**src/rtl/miss_cost_filter.sv**
```systemverilog
module miss_cost_filter #(
  parameter int CNT_W   = 32,
  parameter int SERVE_W = 16,
  parameter int PENALTY = 18
) (
  input  logic               clk,
  input  logic               rst_n,
  input  logic               spawn_clr,
  input  logic               miss_start,
  input  logic               miss_tag_inv,
  input  logic               miss_done,
  input  logic               fill_shared,
  input  logic               evict_v,
  input  logic               evict_later_shared,
  input  logic               squash,
  output logic [CNT_W-1:0]   dcache_total,
  output logic [SERVE_W-1:0] serve_cnt
);
  localparam int SUM_W = CNT_W + 2;
  localparam logic [CNT_W-1:0]   CNT_MAX   = '1;
  localparam logic [SERVE_W-1:0] SERVE_MAX = '1;

  logic busy, inv_q;

  wire take_start = miss_start && !busy;
  wire finish     = miss_done && busy;
  wire counted    = finish && !inv_q && !fill_shared;

  wire [SUM_W-1:0] miss_add = counted ? SUM_W'(serve_cnt) : '0;
  wire [SUM_W-1:0] pen_add  = (evict_v && evict_later_shared) ? SUM_W'(PENALTY) : '0;
  wire [SUM_W-1:0] sum      = SUM_W'(dcache_total) + miss_add + pen_add;
  wire [CNT_W-1:0] next_total = (sum > SUM_W'(CNT_MAX)) ? CNT_MAX : sum[CNT_W-1:0];

  always_ff @(posedge clk or negedge rst_n) begin
    if (!rst_n) begin
      busy      <= 1'b0;
      inv_q     <= 1'b0;
      serve_cnt <= '0;
    end else if (spawn_clr) begin
      busy      <= 1'b0;
      inv_q     <= 1'b0;
      serve_cnt <= '0;
    end else if (finish) begin
      busy      <= 1'b0;
      serve_cnt <= '0;
    end else if (take_start) begin
      busy      <= 1'b1;
      inv_q     <= miss_tag_inv;
      serve_cnt <= SERVE_W'(1);
    end else if (busy && serve_cnt != SERVE_MAX) begin
      serve_cnt <= serve_cnt + SERVE_W'(1);
    end
  end

  always_ff @(posedge clk or negedge rst_n) begin
    if (!rst_n)         dcache_total <= '0;
    else if (spawn_clr) dcache_total <= '0;
    else                dcache_total <= next_total;
  end

  p_start_r2: assert property (@(posedge clk) disable iff (!rst_n)
    (miss_start && !busy && !spawn_clr) |=> (serve_cnt == SERVE_W'(1)));

  p_done_r2: assert property (@(posedge clk) disable iff (!rst_n)
    (miss_done && busy) |=> (serve_cnt == '0));

  p_squash_keeps_r7: assert property (@(posedge clk) disable iff (!rst_n)
    (squash && !spawn_clr) |=> (dcache_total >= $past(dcache_total)));

  p_no_wrap_r10: assert property (@(posedge clk) disable iff (!rst_n)
    (dcache_total == CNT_MAX && !spawn_clr) |=> (dcache_total == CNT_MAX));

  p_clear_r11: assert property (@(posedge clk) disable iff (!rst_n)
    spawn_clr |=> (dcache_total == '0 && serve_cnt == '0));
endmodule

```
**config.mk**
```make
export PLATFORM = sky130hd
export DESIGN_NAME = miss_cost_filter
export DESIGN_NICKNAME = d
export VERILOG_FILES = /design/src/rtl/miss_cost_filter.sv
export SDC_FILE = /design/constraint.sdc
export NUM_CORES = 1
export LEC_CHECK = 0
export ABC_AREA = 1
export CORE_MARGIN = 4
export CORE_UTILIZATION = 47
export DETAILED_ROUTE_END_ITERATION = 8
export DONT_BUFFER_PORTS = 1
export GPL_ROUTABILITY_DRIVEN = 0
export HOLD_SLACK_MARGIN = 0.05
export SYNTH_ARGS = -nofsm -noshare
export SYNTH_HDL_FRONTEND = slang
export SYNTH_SLANG_ARGS = --single-unit
```
**constraint.sdc**
```tcl
create_clock -name clk -period 3.75 [get_ports clk]
set_input_delay 0.375 -clock clk [delete_from_list [all_inputs] [get_ports clk]]
set_output_delay 0.375 -clock clk [all_outputs]
set_load 0.03 [all_outputs]
```
# == After elaboration in Yosys (flattened, before gate mapping) ==
# Cells that the tools add are included.
# word_totals
reg_bits,50
in_bits,10
out_inout_bits,48
# classes
add_sub_neg,3
order_cmp,1
eq_ne,2
mux,14
n_reduce_logical,13
# op_table
op,n
2-to-1 mux 16 bit,5
2-to-1 mux 32 bit,2
adder 33 x 5 -> 34 bit,1
"greater-than comparator 34 x 32 -> 1 bit, second input constant",1
adder 32 x 16 -> 33 bit,1
"adder 16 x 1 -> 16 bit, second input constant",1
"inequality test 16 bit, second input constant",1
logical AND 1 bit,6
2-to-1 mux 1 bit,6
2-to-1 mux 5 bit,1
nonzero test 4 bit,1
logical NOT 1 bit,3
nonzero test 3 bit,1
"inequality test 2 bit, second input constant",1
AND reduction 2 bit,1
nonzero test 2 bit,1

# == Depth between registers and ports, before layout ==
# depth
depth_word,9
mapped_depth,20

# == Least setup slack after synthesis ==
# OpenSTA, ideal clock, no wires.
# synth_timing
kind,reg2reg
startpoint,register busy
endpoint,register dcache_total[31]
setup_ps,113
arrival_ps,2599
t_required_ps,3637
setup_slack_ps,1037
stages_incl_launch_ff,21
path_buffers,2
period_less_slack_ps,2713
path_cell_list,dfrtp_1 -> nand2_1 -> nor3_1 -> inv_1 -> clkbuf_1 -> nor2_1 -> ha_1 -> ha_1 -> nand2_2 -> inv_1 -> nand2_1 -> nand2_1 -> a21oi_1 -> nand2_2 -> nand2_2 -> nand2_2 -> nand2_2 -> buf_6 -> nand3_2 -> nand2_1 -> inv_1
# synth_via
elab_chain_len,9
# synth_rtl
item,line,source
"start, declared",23,"logic busy, inv_q;"
"start signal, assigned",36,busy <= 1'b0;
"start signal, assigned",40,busy <= 1'b0;
"start signal, assigned",44,busy <= 1'b0;
logical AND 1 bit (*),26,wire finish = miss_done && busy;
logical AND 1 bit (*) (2 in series),27,wire counted = finish && !inv_q && !fill_shared;
2-to-1 mux 16 bit (*),29,wire [SUM_W-1:0] miss_add = counted ? SUM_W'(serve_cnt) : '0;
adder 32 x 16 -> 33 bit (*),31,wire [SUM_W-1:0] sum = SUM_W'(dcache_total) + miss_add + pen_add;
adder 33 x 5 -> 34 bit (*),31,
greater-than comparator 34 x 32 -> 1 bit,32,wire [CNT_W-1:0] next_total = (sum > SUM_W'(CNT_MAX)) ? CNT_MAX : sum[CNT_W-1:0];
2-to-1 mux 32 bit (*),32,
2-to-1 mux 32 bit (*),57,else if (spawn_clr) dcache_total <= '0;
"end signal, assigned",58,else dcache_total <= next_total;
"end, declared",16,"output logic [CNT_W-1:0] dcache_total,"
# Every way passes the cells marked *; elsewhere a longest branch is shown, timed or not.
# A chain may end at the register's enable or synchronous reset.

# == Worst setup path in the final report ==
# layout_timing
startpoint,register busy
endpoint,register dcache_total[27]
# Same word-level chain as after synthesis.

==> report_table.html <==
<table>
<tr><th>Metric</th><th>Value</th></tr>
<tr><th colspan="2">Run status</th></tr>
<tr><td>Result of the run</td><td>complete, no violations</td></tr>
<tr><th colspan="2">Job</th></tr>
<tr><td>Max Cap Viol</td><td>0</td></tr>
<tr><th colspan="2">Critical path</th></tr>
<tr><td>Arrival time worst endpoint</td><td>~3.6 ns</td></tr>
<tr><td>Endpoint type of the worst setup path</td><td>register</td></tr>
<tr><td>Worst Path Buf+Inv</td><td>3</td></tr>
<tr><td>WS Path Type</td><td>reg2reg</td></tr>
<tr><td>Startpoint type of the worst setup path</td><td>register</td></tr>
<tr><td>Most prevalent standard cell on the critical path</td><td>sky130_fd_sc_hd__nand2_1</td></tr>
<tr><td>Critical Path Max Stage Delay</td><td>~0.50 ns</td></tr>
<tr><td>Cell-by-cell trace of the critical path</td><td>nand2_1, nor3_1, inv_1, nor2_1, fa_1, ha_1, inv_1, fa_1, inv_1, nand4_1, nand2_1, nand2_1, nand2_1, nand2_1, nand2_1, nand2_1, nand2_1, a21oi_2</td></tr>
<tr><td>Largest delay share family, worst path</td><td>adder cells</td></tr>
<tr><td>Critical Path RT</td><td>~3.9 ns</td></tr>
<tr><td>Register-to-register setup slack</td><td>~0.38 ns</td></tr>
<tr><td>Max FO, Critical Path</td><td>15</td></tr>
<tr><td>Cell type of the slowest stage on the worst timing path</td><td>sky130_fd_sc_hd__fa_1</td></tr>
<tr><th colspan="2">Power</th></tr>
<tr><td>Fraction of power spent switching nets</td><td>27.1%</td></tr>
<tr><td>Fraction of power consumed by combinational cells</td><td>under 10%</td></tr>
<tr><td>Power Dens Cells</td><td>between 200 and 250 nW/um2</td></tr>
<tr><td>Overall power of the completed layout</td><td>0.951 mW</td></tr>
<tr><td>Worst ir drop on vdd</td><td>131 uV</td></tr>
<tr><td>Net Sw Power</td><td>~0.26 mW</td></tr>
<tr><td>Relative contribution of the clock network to total power</td><td>between 30% and 40%</td></tr>
<tr><td>Internal power contribution</td><td>about 0.69 mW</td></tr>
<tr><td>Proportion of power drawn by flip-flops and latches</td><td>about three fifths</td></tr>
<tr><td>Static power due to leakage</td><td>about 2.4 nW</td></tr>
<tr><th colspan="2">Yosys</th></tr>
<tr><td>Top flip-flop cell by instance count after synthesis</td><td>sky130_fd_sc_hd__dfrtp_1</td></tr>
<tr><td>Post-synthesis async set-or-reset flop share</td><td>100%</td></tr>
<tr><td>Syn_nets</td><td>about 660</td></tr>
<tr><td>Register bit total from synthesis</td><td>50</td></tr>
<tr><td>Sequential cell area fraction in the yosys report</td><td>29.4%</td></tr>
<tr><td>Warning count from the yosys run</td><td>0</td></tr>
<tr><td>Gate Count Post-Synth</td><td>around 600</td></tr>
<tr><td>Cell types occupying the most area after synthesis</td><td>sky130_fd_sc_hd__dfrtp_1 (29%), sky130_fd_sc_hd__nand2_1 (15%), sky130_fd_sc_hd__ha_1 (9.1%)</td></tr>
<tr><td>Post-synthesis cell type with the largest combined area</td><td>sky130_fd_sc_hd__dfrtp_1</td></tr>
<tr><td>Post-Syn Area per Cell</td><td>~7 um2</td></tr>
<tr><td>EDFF count, synth</td><td>0</td></tr>
<tr><td>Area of the mapped netlist</td><td>roughly 4300 um2</td></tr>
<tr><td>Number of distinct library cells after synthesis</td><td>38</td></tr>
<tr><td>Fraction of synthesized cell area taken by the top area cell type</td><td>~29%</td></tr>
<tr><th colspan="2">Global route</th></tr>
<tr><td>Vias in the first global route</td><td>3,547</td></tr>
<tr><td>First-pass GRT wire length</td><td>17.5 mm</td></tr>
<tr><td>Global route total overflow</td><td>0</td></tr>
<tr><td>Initial antenna violation count</td><td>0</td></tr>
<tr><td>Total routing resource utilization after global routing</td><td>between 20% and 30%</td></tr>
<tr><td>Largest net degree at the start of global routing</td><td>51</td></tr>
<tr><th colspan="2">Final layout</th></tr>
<tr><td>Commonest non-fill, non-tap cell in the layout</td><td>sky130_fd_sc_hd__nand2_1</td></tr>
<tr><td>Post-route core utilization</td><td>a little over 50%</td></tr>
<tr><td>Commonest cells after routing, fill and taps aside</td><td>sky130_fd_sc_hd__nand2_1 (170), sky130_fd_sc_hd__inv_1 (97), sky130_fd_sc_hd__nor2_1 (68), sky130_fd_sc_hd__dfrtp_1 (50), sky130_fd_sc_hd__nand3_1 (36)</td></tr>
<tr><td>Share of post-route cells with drive strength above 1</td><td>10.2%</td></tr>
<tr><td>Antenna Diode Count</td><td>0</td></tr>
<tr><td>Layout-stage area growth over the synthesis result</td><td>4.82%</td></tr>
<tr><td>Final cell count without fillers</td><td>726</td></tr>
<tr><td>Final design area excluding fillers</td><td>4470 um2</td></tr>
<tr><td>Final layout net count</td><td>roughly 660</td></tr>
<tr><th colspan="2">Floorplan</th></tr>
<tr><td>Core Area</td><td>a little under 9000 um2</td></tr>
<tr><td>Die Outline Area</td><td>between 10,000 and 15,000 um2</td></tr>
<tr><td>Initial standard-cell utilization of the core</td><td>between 40 and 50%</td></tr>
<tr><td>Die outline width</td><td>roughly 100 um</td></tr>
<tr><td>Die H</td><td>a little over 100 um</td></tr>
<tr><td>Number of top-level pins</td><td>between 50 and 60</td></tr>
<tr><td>Number of rows created at floorplan</td><td>34</td></tr>
<tr><th colspan="2">Timing</th></tr>
<tr><td>Min Hold Slack</td><td>between 0.1 and 0.15 ns</td></tr>
<tr><td>Final Hold Vio Count</td><td>0</td></tr>
<tr><td>Final worst path period need</td><td>roughly 3.4 ns</td></tr>
<tr><td>Peak Freq</td><td>297 MHz</td></tr>
<tr><td>Normalized max-slew margin</td><td>between 40% and 50%</td></tr>
<tr><td>Accumulated negative setup slack</td><td>0 ns</td></tr>
<tr><td>Final Setup Violations</td><td>0</td></tr>
<tr><td>Worst Tran Pin Value</td><td>~0.80 ns</td></tr>
<tr><td>Unrepaired setup endpoints after global routing</td><td>false</td></tr>
<tr><td>Final critical-path share of the clock period</td><td>89.8%</td></tr>
<tr><td>Setup slack after layout</td><td>0.383 ns</td></tr>
<tr><td>Slew Limit Fails</td><td>0</td></tr>
<tr><td>Layout Skew</td><td>roughly 0.014 ns</td></tr>
<tr><th colspan="2">CTS</th></tr>
<tr><td>TritonCTS clock tree</td><td>yes</td></tr>
<tr><td>Number of CTS-inserted buffers</td><td>5</td></tr>
<tr><td>Insertion delay to the later sink of the worst-skew pair</td><td>roughly 0.31 ns</td></tr>
<tr><td>Clock tree root buffer cell</td><td>sky130_fd_sc_hd__clkbuf_8</td></tr>
<tr><td>Clock sink count</td><td>50</td></tr>
<tr><td>Maximum level of the CTS H-tree</td><td>2</td></tr>
<tr><td>Deepest clock path buffer count</td><td>2</td></tr>
<tr><td>Worst-path clk slew</td><td>about 0.10 ns</td></tr>
<tr><th colspan="2">Place</th></tr>
<tr><td>Placed Instances</td><td>slightly above 700</td></tr>
<tr><td>Buffers on Ports</td><td>0</td></tr>
<tr><td>Final HPWL from detailed placement</td><td>8.41 mm</td></tr>
<tr><td>Setup slack at placement</td><td>between 0.3 and 0.4 ns</td></tr>
<tr><td>Total cell area at the placement stage</td><td>around 4300 um2</td></tr>
<tr><th colspan="2">Drt</th></tr>
<tr><td>Via count of the routed design</td><td>between 3,000 and 4,000</td></tr>
<tr><td>Detailed-router iteration count before antenna repair</td><td>5</td></tr>
<tr><td>Total length of routed wires</td><td>10.7 mm</td></tr>
<tr><td>1st-iter DRT viols</td><td>~180</td></tr>
<tr><td>Average via count per standard cell</td><td>5.27</td></tr>
<tr><td>Number of remaining DRC errors</td><td>0</td></tr>
<tr><td>Routed Antenna Nets</td><td>0</td></tr>
<tr><td>Average detailed-routed wire length per instance</td><td>~15 um</td></tr>
<tr><th colspan="2">Min path</th></tr>
<tr><td>Path category of the worst min-delay check</td><td>in2reg</td></tr>
</table>
==> final timing paths <==
kind                            startpoint               end  depth (start not counted)
worst max-delay path                  busy  dcache_total[27]                         18
worst min-delay path             spawn_clr  dcache_total[29]                          1
worst max register to register        busy  dcache_total[27]                         18
worst min register to register       inv_q             inv_q                          2
max in group asynchronous            rst_n  dcache_total[26]                          2
min in group asynchronous            rst_n     serve_cnt[11]                          2
==> power groups by stage <==
stage                     registers, mW  clock network (mW)  logic [mW]
after global placement            0.572                   0      0.0499
after floorplan                   0.570                   0      0.0483
after detailed placement          0.572                   0      0.0502
after CTS                         0.561               0.335      0.0668
after global routing              0.562               0.362      0.0753
final                             0.561               0.324      0.0660
==> registers in the layout (all words and copies together) (netlist names) <==
name,cells
busy,1
dcache_total,32
inv_q,1
serve_cnt,16
==> synth_stat cells (2+ instances only) <==
cell type and count:
sky130_fd_sc_hd__nand3_1 36, sky130_fd_sc_hd__a21oi_2 21, sky130_fd_sc_hd__xor2_1 4, sky130_fd_sc_hd__buf_2 2, sky130_fd_sc_hd__xnor2_1 13, sky130_fd_sc_hd__fa_1 3, sky130_fd_sc_hd__nor3_1 15, sky130_fd_sc_hd__nor2_1 68
sky130_fd_sc_hd__a21oi_1 23, sky130_fd_sc_hd__o21bai_1 3, sky130_fd_sc_hd__nor2_4 2, sky130_fd_sc_hd__inv_2 3, sky130_fd_sc_hd__ha_1 31, sky130_fd_sc_hd__or2_1 2, sky130_fd_sc_hd__nand2_2 15, sky130_fd_sc_hd__clkbuf_1 4
sky130_fd_sc_hd__nor3_4 2, sky130_fd_sc_hd__and2_1 2, sky130_fd_sc_hd__nor2_2 2, sky130_fd_sc_hd__inv_1 97, sky130_fd_sc_hd__o21ai_0 12, sky130_fd_sc_hd__nand3_2 5, sky130_fd_sc_hd__buf_6 4, sky130_fd_sc_hd__dfrtp_1 50
sky130_fd_sc_hd__nand4_1 12, sky130_fd_sc_hd__nand3b_1 6, sky130_fd_sc_hd__nand2_1 170
==> per-layer routing <==
metal | up-vias | share of wire (%) | global-route usage, % | routed length [um]
li1 | 1950 | - | - | -
met1 | 1798 | 49 | 30.1 | 5270
met2 | 68 | 46 | 33.7 | 4850
met3 | 7 | 4.3 | 3.15 | 455
met4 | 0 | 0.79 | 3.69 | 84
met5 | - | 0 | 0 | 0
==> cells by family (layout without fill, tap and decap cells) <==
group	Yosys count	count (layout)	synth area share, %
AND/OR/NAND/NOR	341	341	36.0
buffers and inverters	111	111	10.6
AO/OA/AOI/OAI	65	65	9.96
flip-flops	50	50	29.4
adder cells (fa/ha/maj)	34	34	10.5
XOR/XNOR	17	17	3.49
==> layout make-up <==
class	count	area [um2]
clock buffers	5	68.8
clock inverters	2	13.8
fillers	883	4300
inverters	100	375
multi-input cells	457	2560
flip-flops and latches	50	1250
well taps	108	135
repair buffers	4	65.1
==> what timing repair did <==
action,CTS,global route
hold buffers,2,0
gates resized for setup,0,0
hold endpoints to repair,50,0
setup buffers,0,0
setup endpoints to repair,0,0
(Power assumes the default switching activity.)
